===== src/rtl/intc_pkg.sv =====
package intc_pkg;
   localparam int unsigned CTRL_BITS  = 8;
   localparam int unsigned BIT_EN     = 3;
   localparam int unsigned BIT_RISE   = 5;
   localparam int unsigned BIT_FALL   = 6;
   localparam logic [7:0]  CTRL_WMASK = 8'h6F;
   localparam int unsigned DEST_W     = 3;
   localparam int unsigned NUM_DEST   = 8;
   localparam int unsigned ROT_BIT    = 6;
   localparam int unsigned VEC_FIELD  = 6;

   localparam int unsigned OFF_VEC_IRQ = 32'h20;
   localparam int unsigned OFF_VEC_FIQ = 32'h24;
   localparam int unsigned OFF_CTRL    = 32'h40;
   localparam int unsigned OFF_STAT    = 32'h80;

   typedef enum logic [DEST_W-1:0] {
      DST_IRQ  = 3'd0,
      DST_FIQ  = 3'd1,
      DST_AUX0 = 3'd2,
      DST_AUX1 = 3'd3,
      DST_AUX2 = 3'd4,
      DST_AUX3 = 3'd5,
      DST_AUX4 = 3'd6,
      DST_AUX5 = 3'd7
   } dest_e;
endpackage


===== src/rtl/intc_src_cell.sv =====
module intc_src_cell
   import intc_pkg::*;
(
   input  logic                 clk,
   input  logic                 rst_n,
   input  logic                 src_i,
   input  logic                 ctrl_we,
   input  logic [CTRL_BITS-1:0] ctrl_wdata,
   input  logic                 ack_i,
   output logic [CTRL_BITS-1:0] ctrl_q,
   output logic                 pend_o,
   output logic                 lvl_o
);
   logic prev_q;
   logic latch_q;
   logic edge_mode;
   logic hit;

   assign edge_mode = ctrl_q[BIT_RISE] | ctrl_q[BIT_FALL];
   assign hit = (ctrl_q[BIT_RISE] & src_i & ~prev_q) |
                (ctrl_q[BIT_FALL] & ~src_i & prev_q);

   always_ff @(posedge clk or negedge rst_n) begin
      if (!rst_n) begin
         ctrl_q  <= '0;
         prev_q  <= 1'b0;
         latch_q <= 1'b0;
      end else begin
         prev_q <= src_i;
         if (ctrl_we)
            ctrl_q <= ctrl_wdata & CTRL_WMASK;
         if (!edge_mode)
            latch_q <= 1'b0;
         else if (hit)
            latch_q <= 1'b1;
         else if (ack_i)
            latch_q <= 1'b0;
      end
   end

   assign pend_o = edge_mode ? latch_q : src_i;
   assign lvl_o  = ~edge_mode;
endmodule


===== src/rtl/intc_prio_pick.sv =====
module intc_prio_pick #(
   parameter int unsigned N   = 64,
   parameter int unsigned IDW = $clog2(N)
) (
   input  logic [N-1:0]   cand,
   input  logic [IDW-1:0] start,
   output logic           valid,
   output logic [IDW-1:0] vec
);
   logic [N-1:0] rot;

   assign rot   = N'({cand, cand} >> start);
   assign valid = |cand;

   always_comb begin
      vec = IDW'(N - 1);
      for (int i = N - 1; i >= 0; i--) begin
         if (rot[i])
            vec = start + IDW'(i);
      end
   end
endmodule


===== src/rtl/intc_vector_ctrl.sv =====
module intc_vector_ctrl
   import intc_pkg::*;
#(
   parameter int unsigned NUM_SRC        = 64,
   parameter int unsigned ADDR_W         = 8,
   parameter int unsigned DATA_W         = 32,
   parameter bit          ROTATE_SUPPORT = 1'b1
) (
   input  logic                  clk,
   input  logic                  rst_n,
   input  logic                  bus_we,
   input  logic [ADDR_W-1:0]     bus_addr,
   input  logic [DATA_W/8-1:0]   bus_be,
   input  logic [DATA_W-1:0]     bus_wdata,
   output logic [DATA_W-1:0]     bus_rdata,
   input  logic [NUM_SRC-1:0]    src_i,
   output logic                  irq_o,
   output logic                  fiq_o,
   output logic [NUM_DEST-3:0]   aux_o
);
   localparam int unsigned IDW        = $clog2(NUM_SRC);
   localparam int unsigned BPW        = DATA_W / 8;
   localparam int unsigned CTRL_WORDS = NUM_SRC / BPW;
   localparam int unsigned STAT_WORDS = NUM_SRC / DATA_W;
   localparam int unsigned WA_W       = ADDR_W - 2;
   localparam logic [WA_W-1:0] WA_VEC_IRQ  = WA_W'(OFF_VEC_IRQ >> 2);
   localparam logic [WA_W-1:0] WA_VEC_FIQ  = WA_W'(OFF_VEC_FIQ >> 2);
   localparam logic [WA_W-1:0] WA_CTRL     = WA_W'(OFF_CTRL >> 2);
   localparam logic [WA_W-1:0] WA_CTRL_END = WA_W'((OFF_CTRL >> 2) + CTRL_WORDS);
   localparam logic [WA_W-1:0] WA_STAT     = WA_W'(OFF_STAT >> 2);
   localparam logic [WA_W-1:0] WA_STAT_END = WA_W'((OFF_STAT >> 2) + STAT_WORDS);

   if (DATA_W != 32) begin : g_bad_data
      $error("intc_vector_ctrl: DATA_W must be 32");
   end
   if (NUM_SRC != 32 && NUM_SRC != 64) begin : g_bad_src
      $error("intc_vector_ctrl: NUM_SRC must be 32 or 64");
   end
   if (ADDR_W != 8) begin : g_bad_addr
      $error("intc_vector_ctrl: ADDR_W must be 8");
   end

   // ---------------- address decode ----------------
   logic [WA_W-1:0] wa;
   logic            aligned;
   logic            ctrl_hit;
   logic            stat_hit;
   logic [WA_W-1:0] ctrl_idx;
   logic [WA_W-1:0] stat_idx;

   assign wa       = bus_addr[ADDR_W-1:2];
   assign aligned  = (bus_addr[1:0] == 2'b00);
   assign ctrl_hit = aligned && (wa >= WA_CTRL) && (wa < WA_CTRL_END);
   assign stat_hit = aligned && (wa >= WA_STAT) && (wa < WA_STAT_END);
   assign ctrl_idx = wa - WA_CTRL;
   assign stat_idx = wa - WA_STAT;

   // ---------------- per-source cells ----------------
   logic [NUM_SRC*CTRL_BITS-1:0] ctrl_all;
   logic [NUM_SRC-1:0]           src_pend;
   logic [NUM_SRC-1:0]           lvl_mask;
   logic [NUM_SRC-1:0]           src_en;
   logic [NUM_SRC-1:0]           w1c_vec;
   logic [DEST_W-1:0]            src_dest [NUM_SRC];

   for (genvar i = 0; i < NUM_SRC; i++) begin : g_src
      logic                 cell_we;
      logic [CTRL_BITS-1:0] cell_ctrl;

      assign cell_we = bus_we && ctrl_hit && (ctrl_idx == WA_W'(i / BPW)) &&
                       bus_be[i % BPW];
      assign w1c_vec[i] = bus_we && stat_hit && (stat_idx == WA_W'(i / DATA_W)) &&
                          bus_be[(i % DATA_W) / 8] && bus_wdata[i % DATA_W];

      intc_src_cell u_cell (
         .clk        (clk),
         .rst_n      (rst_n),
         .src_i      (src_i[i]),
         .ctrl_we    (cell_we),
         .ctrl_wdata (bus_wdata[(i % BPW)*8 +: 8]),
         .ack_i      (w1c_vec[i]),
         .ctrl_q     (cell_ctrl),
         .pend_o     (src_pend[i]),
         .lvl_o      (lvl_mask[i])
      );

      assign ctrl_all[i*CTRL_BITS +: CTRL_BITS] = cell_ctrl;
      assign src_en[i]   = cell_ctrl[BIT_EN];
      assign src_dest[i] = cell_ctrl[DEST_W-1:0];
   end

   // ---------------- routing ----------------
   logic [NUM_SRC-1:0]  active;
   logic [NUM_SRC-1:0]  dest_vec [NUM_DEST];
   logic [NUM_DEST-1:0] dest_act;

   assign active = src_pend & src_en;

   always_comb begin
      for (int d = 0; d < NUM_DEST; d++) begin
         for (int i = 0; i < NUM_SRC; i++)
            dest_vec[d][i] = (src_dest[i] == DEST_W'(d));
         dest_act[d] = |(active & dest_vec[d]);
      end
   end

   assign irq_o = dest_act[DST_IRQ];
   assign fiq_o = dest_act[DST_FIQ];
   assign aux_o = dest_act[NUM_DEST-1:2];

   // ---------------- vector pickers ----------------
   logic [NUM_SRC-1:0] pick_cand  [2];
   logic [IDW-1:0]     pick_start [2];
   logic [IDW-1:0]     pick_vec   [2];
   logic [1:0]         pick_val;
   logic [1:0]         rot_en;

   for (genvar k = 0; k < 2; k++) begin : g_out
      assign pick_cand[k] = active & dest_vec[k];

      intc_prio_pick #(.N(NUM_SRC), .IDW(IDW)) u_pick (
         .cand  (pick_cand[k]),
         .start (pick_start[k]),
         .valid (pick_val[k]),
         .vec   (pick_vec[k])
      );

      if (ROTATE_SUPPORT) begin : g_rot
         logic           rot_q;
         logic [IDW-1:0] last_q;
         logic           rot_we;
         logic           ack_win;

         assign rot_we  = bus_we && aligned && bus_be[0] &&
                          (wa == ((k == 0) ? WA_VEC_IRQ : WA_VEC_FIQ));
         assign ack_win = pick_val[k] && w1c_vec[pick_vec[k]];

         always_ff @(posedge clk or negedge rst_n) begin
            if (!rst_n) begin
               rot_q  <= 1'b0;
               last_q <= IDW'(NUM_SRC - 1);
            end else begin
               if (rot_we)
                  rot_q <= bus_wdata[ROT_BIT];
               if (ack_win)
                  last_q <= pick_vec[k];
            end
         end

         assign rot_en[k]     = rot_q;
         assign pick_start[k] = rot_q ? last_q + IDW'(1) : '0;
      end else begin : g_fixed
         assign rot_en[k]     = 1'b0;
         assign pick_start[k] = '0;
      end
   end

   // ---------------- read mux ----------------
   always_comb begin
      bus_rdata = '0;
      if (aligned && (wa == WA_VEC_IRQ || wa == WA_VEC_FIQ)) begin
         bus_rdata[IDW-1:0] = (wa == WA_VEC_IRQ) ? pick_vec[0] : pick_vec[1];
         bus_rdata[ROT_BIT] = (wa == WA_VEC_IRQ) ? rot_en[0] : rot_en[1];
      end else if (ctrl_hit) begin
         for (int w = 0; w < CTRL_WORDS; w++)
            if (ctrl_idx == WA_W'(w))
               bus_rdata = ctrl_all[w*DATA_W +: DATA_W];
      end else if (stat_hit) begin
         for (int w = 0; w < STAT_WORDS; w++)
            if (stat_idx == WA_W'(w))
               bus_rdata = src_pend[w*DATA_W +: DATA_W];
      end
   end
endmodule


===== config.mk =====
export PLATFORM = sky130hd
export DESIGN_NAME = intc_vector_ctrl
export DESIGN_NICKNAME = d
export VERILOG_FILES = /design/src/rtl/intc_pkg.sv /design/src/rtl/intc_src_cell.sv /design/src/rtl/intc_prio_pick.sv /design/src/rtl/intc_vector_ctrl.sv
export SDC_FILE = /design/constraint.sdc
export NUM_CORES = 2
export LEC_CHECK = 0
export CAP_MARGIN = 20
export CORE_MARGIN = 3
export CORE_UTILIZATION = 30
export CTS_CLUSTER_SIZE = 12
export DETAILED_ROUTE_END_ITERATION = 12
export PLACE_DENSITY_LB_ADDON = 0.12
export SETUP_SLACK_MARGIN = 0.02
export SYNTH_ARGS = -nofsm -noshare
export SYNTH_HDL_FRONTEND = slang
export SYNTH_SLANG_ARGS = --single-unit

===== constraint.sdc =====
create_clock -name clk -period 9.4 [get_ports clk]
set_clock_uncertainty 0.2 [all_clocks]
set_input_delay 1.88 -clock clk [delete_from_list [all_inputs] [get_ports clk]]
set_output_delay 1.88 -clock clk [all_outputs]
set_load 0.01 [all_outputs]

=== Word-level counts from Yosys, hierarchy flattened ===
Index checks and enable logic that the tools add are counted.

* Mux-type cells: 414
* Add/subtract/negate cells: 130
* Equal/unequal tests: 530
* Magnitude comparators: 6
* Shift operators: 2
* Bitwise logic cells: 521
* Reductions and logical operators: 243

{| class="wikitable"
|+ Operators with widths
! cell !! number
|-
| $mux 6 || 131
|-
| $eq 3x3->1 const B || 256
|-
| $mux 32 || 19
|-
| $and 64x64->64 || 9
|-
| $reduce_or 64->1 || 8
|-
| $add 6x6->6 const B || 64
|-
| $eq 3x2->1 const B || 128
|-
| $mux 1 || 259
|-
| $and 1x1->1 || 256
|-
| $shr 128x6->64 || 2
|-
| $add 6x5->6 const B || 32
|-
| $eq 3x1->1 const B || 64
|-
| $logic_not 3->1 || 64
|-
| $ne 3x2->1 const B || 64
|-
| $logic_and 1x1->1 || 167
|-
| $not 1->1 || 128
|-
| $or 1x1->1 || 128
|-
| $add 6x4->6 const B || 16
|-
| $eq 6x4->1 const B || 10
|-
| $add 6x3->6 const B || 8
|-
| $mux 31 || 1
|-
| $mux 25 || 1
|-
| $add 6x1->6 const B || 4
|-
| $add 6x2->6 const B || 4
|-
| 14 further kinds || 23
|}

* Register bits: 526
* Bits of input ports: 111
* Output and inout bits: 40

=== Logic depth before layout (Yosys ltp) ===
* Depth in word-level cells: 72
* Mapped depth: 32
* Gate-level depth less buffers: 23

=== Hierarchy ===
From an unflattened synthesis, not the netlist that was laid out.

* Cells, all modules: 7199
* Area, all modules: 63900.0 um^2

{| class="wikitable"
|+ By module, submodules not included
! module !! seq. area each (um^2) !! area each (um^2) !! cells each !! instances
|-
| intc_src_cell || 200.2 || 375.4 || 26 || 64
|-
| intc_prio_pick (g_out[0].u_pick) || 0.0 || 14356.3 || 1820 || 1
|-
| intc_prio_pick (g_out[1].u_pick) || 0.0 || 13859.5 || 1844 || 1
|-
| intc_vector_ctrl || 365.4 || 11661.2 || 1871 || 1
|}

=== Worst setup path before layout ===
OpenSTA, ideal clock, no wires.

* Kind: input to output
* Start: in src_i[58]
* End: out bus_rdata[5]
* Data required time: 7.320 ns
* Data arrival time: 6.868 ns
* Buffers on the path: 0
* Cell stages on the path: 19
* Setup slack: 0.452 ns
* Cell sequence: or3b_1 > a2111oi_0 > mux2i_1 > mux4_2 > mux2_2 > mux2_2 > mux2i_1 > o21ai_0 > o211a_1 > o311a_1 > o31ai_1 > a31oi_1 > o31ai_1 > nand4_1 > a221o_1 > a32oi_1 > nor2_1 > a21oi_1 > o221ai_1

* Longest elaborated chain between the ends: 70
* Elaborated cells between the ends (all ways): 136
* Those cells by class: 2 x shift; 131 x mux; 3 x bitwise

{| class="wikitable"
|+ RTL lines
! element !! RTL line !! RTL
|-
| start, declared || intc_vector_ctrl.sv:16 || <nowiki>input logic [NUM_SRC-1:0] src_i,</nowiki>
|-
| $mux 1 (*) || intc_src_cell.sv:41 || <nowiki>assign pend_o = edge_mode ? latch_q : src_i;</nowiki>
|-
| $and 64x64->64 (*) || intc_vector_ctrl.sv:97 || <nowiki>assign active = src_pend & src_en;</nowiki>
|-
| $and 64x64->64 || intc_vector_ctrl.sv:119 || <nowiki>assign pick_cand[k] = active & dest_vec[k];</nowiki>
|-
| $shr 128x6->64 || intc_prio_pick.sv:12 || <nowiki>assign rot = N'({cand, cand} >> start);</nowiki>
|-
| $mux 6 (64 in a row) || intc_prio_pick.sv:18 || <nowiki>if (rot[i])</nowiki>
|-
| $mux 6 (*) || intc_vector_ctrl.sv:162 || <nowiki>bus_rdata[IDW-1:0] = (wa == WA_VEC_IRQ) ? pick_vec[0] : pick_vec[1];</nowiki>
|-
| $mux 7 (*) || intc_vector_ctrl.sv:161 || <nowiki>if (aligned && (wa == WA_VEC_IRQ || wa == WA_VEC_FIQ)) begin</nowiki>
|-
| end, declared || intc_vector_ctrl.sv:15 || <nowiki>output logic [DATA_W-1:0] bus_rdata,</nowiki>
|}

Every way passes the cells marked *; elsewhere a longest branch is shown, timed or not.

=== Worst setup path in the final report ===
* Start: in src_i[46]
* End: out bus_rdata[5]

Same word-level chain as after synthesis.

==> metrics.md <==
| Metric | Value |
|---|---|
| Critical path data arrival time | 7430 ps |
| Post-synth EDFFs | 0 |
| Overflow after GRT | 0 |
| I/O Pins | 151 |
| Peak supply drop | 575.9 µV |
| HP Start | g_out[0].g_rot.last_q[5] |
| Failing checks | DRC, setup timing |
| Row cnt | 157 |
| H-tree Lvls | 2 |
| Clock transition at path regs | 60 ps |
| CTS Buf Count | 61 |
| Least-Margin Pin Slew | 1309 ps |
| DP HPWL | 380500 µm |
| Clk root buf | clkbuf_16 |
| Crit path max fanout | 4 |
| RSZ-0062 raised after global routing | yes |
| CTS Buffer Depth | 3 |
| P_sw | 16.92 mW |
| Ys flop type | dfrtp_1 |
| R2r worst-path depth | 27 |
| Sequential cell area | 0.01318 mm² |
| TritonCTS clock tree | done |
| PwrDens | 393.1 mW/mm² |
| Post-synthesis async set-or-reset flop share | 100.0% |
| Max cap viols | 0 |
| DR pass1 iterations | 12 |
| Final WS setup | -110.4 ps |
| Vias in the first global route | 70.23k |
| Fillers | 18.83k |
| Wire per inst | 41.10 µm |
| Syn Std Cell Area | 0.05575 mm² |
| CTS sink count | 526 |
| R2r setup slk | 1210 ps |
| Internal | 14.95 mW |
| Clock Latency Late Sink | 720 ps |
| WL final | 467600 µm |
| Hold path endpoint | g_out[0].g_rot.last_q[5] |
| Net Sw Frac | 53.09% |
| Hold Path Stages | 2 |
| Critical path class | in2out |
| Crit start category | primary input |
| Hold WS | 292.1 ps |
| Reg power frac | 7.7% |
| Hold WC Path Type | reg2reg |
| Max_slew headroom | 12.08% |
| Final-report hold violation count | 0 |
| Gr usage total | 46.64% |
| Die boundary height | 437.1 µm |
| Status | finished with violations |
| Via count | 76.63k |
| Leakage Power | 34.04 nW |
| Final setup viols | 2 |
| Share of layout cells above drive strength 1 | 37.96% |
| Final Cycle Share | 101.2% |
| Residual DRC | 2 |
| Synth unique cells | 115 |
| Global placer's final weighted congestion | 1.161 |
| Clock power share | 8.0% |
| Pre-CTS setup slack | -1905 ps |
| Comb power frac | 84.3% |
| Mapped Nets | 7269 |
| Cells after Synth | 7128 |
| Area delta synth->final | 45.45% |
| Flops & latches, synth | 526 |
| Max Clock Freq | 0.1051 GHz |
| Syn. warnings | 0 |
| Critical path capture point type | primary output |
| Die ar. | 0.1910 mm² |
| Crit path required time | 7320 ps |
| Multi-input gate area | 0.04462 mm² |
| Post-synthesis average cell area | 7.821 µm² |
| Setup TNS | -209.5 ps |
| Worst R2R End | g_out[1].g_rot.last_q[2] |
| Hold-fix buffers, CTS | 0 |
| Number of DRC markers in iteration 0 | 11.67k |
| Worst R2R Start | g_out[1].g_rot.last_q[2] |
| Fin crit period | 9510 ps |
| Nets | 8972 |
| Initial antenna violation count | 69 |
| Count of input and output buffers | 150 |
| Sequential area share after synthesis | 23.64% |
| First-pass GRT wire length | 621100 µm |
| Die width | 437.1 µm |
| Initial core utilization | 30.32% |
| Pin count of the biggest net entering global routing | 141 |
| Via density per instance | 6.736 |
| Max-slew violations | 0 |
| Post-route ant nets | 0 |
| Area of the core | 0.1839 mm² |
## cell usage in the layout, fill, tap and decap left out, types with 38 or more instances in the layout
cell / n
buf_4: 1810
nand2_1: 816
nor2_1: 543
dfrtp_1: 514
o21ai_0: 433
mux2_2: 375
a21oi_1: 284
nand3_1: 228
nor3_1: 222
o22ai_1: 175
inv_1: 174
a22oi_1: 133
mux2i_1: 128
o211ai_1: 112
xnor2_1: 107
a31oi_1: 100
nand2b_1: 94
or2_2: 83
buf_6: 83
clkdlybuf4s50_1: 76
a211oi_1: 73
buf_12: 70
nor2b_1: 64
nor4_1: 63
clkbuf_16: 63
mux4_2: 61
a221oi_1: 58
nand4_1: 57
and2_1: 56
o21a_1: 55
o221ai_1: 49
a22o_1: 48
and3_1: 47
a222oi_1: 47
a21o_1: 47
o2111ai_1: 46
a2111oi_4: 42
nor3_2: 41
o21ai_1: 40
nand3b_1: 38
## power groups by stage
stage / Combinational, mW / Clock [mW] / Sequential, mW
after global routing: 27.7 / 2.67 / 2.46
final: 26.9 / 2.56 / 2.45
after detailed placement: 24.1 / 0 / 2.49
after floorplan: 11.7 / 0 / 2.45
after CTS: 25.2 / 2.58 / 2.45
after global placement: 24.2 / 0 / 2.49
## worst max-delay path, cell delays in order
cell and delay [ps]:
clkbuf_4 160, or3b_2 480, a2111o_1 570, buf_6 200
o22ai_4 150, buf_6 140, mux4_2 310, o22ai_2 80
or2_4 300, mux2_4 290, a21oi_2 120, o21ai_2 70
o211a_1 120, o311a_1 360, o31ai_2 200, buf_4 160
a31oi_2 90, o31ai_2 230, nand4_1 200, a221o_1 370
a32oi_2 240, buf_4 180, nor2_4 40, a21oi_4 160
o221ai_2 130, buf_2 190
## worst max-delay path by stage
stage,from,to,cells past startpoint
3_3_place_gp,src_i[55],bus_rdata[4],25
4_1_cts,src_i[33],bus_rdata[5],27
2_1_floorplan,src_i[58],bus_rdata[5],19
3_5_place_dp,src_i[55],bus_rdata[0],27
6_report,src_i[46],bus_rdata[5],26
5_1_grt,src_i[33],bus_rdata[5],27
## per-stage QoR
step | cell area [µm²] | instances | power [mW] | util [%]
finish | 81090 | 11380 | 31.88 | 44.10
global placement | 73130 | 11080 | 26.70 | 39.78
floorplan | 55750 | 7128 | 14.15 | -
CTS | 78710 | 11280 | 30.21 | 42.81
detailed placement | 73200 | 11090 | 26.63 | 39.81
global route | 81040 | 11360 | 32.88 | 44.08
## repair_timing
item                       in CTS  in global routing
setup endpoints to repair      11                  6
pin swaps                     139                156
buffers inserted               83                 72
gates resized for setup       688                404
## per-layer routing
| metal | global-route usage (%) | up-vias | share of wire, % |
|---|---|---|---|
| li1 | - | 31130 | - |
| met1 | 61.24 | 38320 | 40 |
| met5 | 0 | - | 0.069 |
| met3 | 20.60 | 1308 | 15 |
| met4 | 24.70 | 46 | 7.0 |
| met2 | 63.51 | 5821 | 39 |
## area by class of cell
cell class                 instances  area share (%)
multi-input combinational       5940           55.02
timing repair buffer            2115           21.40
sequential                       526           16.25
tap                             2464           3.802
clock buffer                      85           2.156
inverter                         187          0.8733
clock inverter                    29          0.4043
antenna                           30         0.09258
## logic make-up after synthesis
| family | count (synthesis) | share of synthesized area (%) |
|---|---|---|
| flip-flops | 526 | 23.64 |
| buffers and inverters | 662 | 4.807 |
| multiplexers | 662 | 14.20 |
| AND/OR/NAND/NOR | 2673 | 23.49 |
| adder cells (fa/ha/maj) | 30 | 0.6733 |
| AO/OA/AOI/OAI | 2463 | 31.41 |
| XOR/XNOR | 112 | 1.786 |
## Yosys cell counts (107+ instances only)
library cell	count	area, µm²
o211ai_1	112	840.8
nor3_1	271	1356
clkbuf_1	315	1182
o21ai_0	467	2337
o22ai_1	224	1401
a22oi_1	151	1134
a21oi_1	315	1577
nand2_1	823	3089
dfrtp_1	514	12860
inv_1	178	668.1
mux2_2	408	4594
mux2i_1	186	1862
xnor2_1	107	937.2
nor2_1	580	2177
nand3_1	229	1146
## registers in the layout, indices dropped and copies added, names as in the netlist
register              flops
g_out.g_rot.last_q       12
g_out.g_rot.rot_q         2
g_src.u_cell.ctrl_q     384
g_src.u_cell.latch_q     64
g_src.u_cell.prev_q      64
No activity file was read; power rests on OpenSTA's default activity.
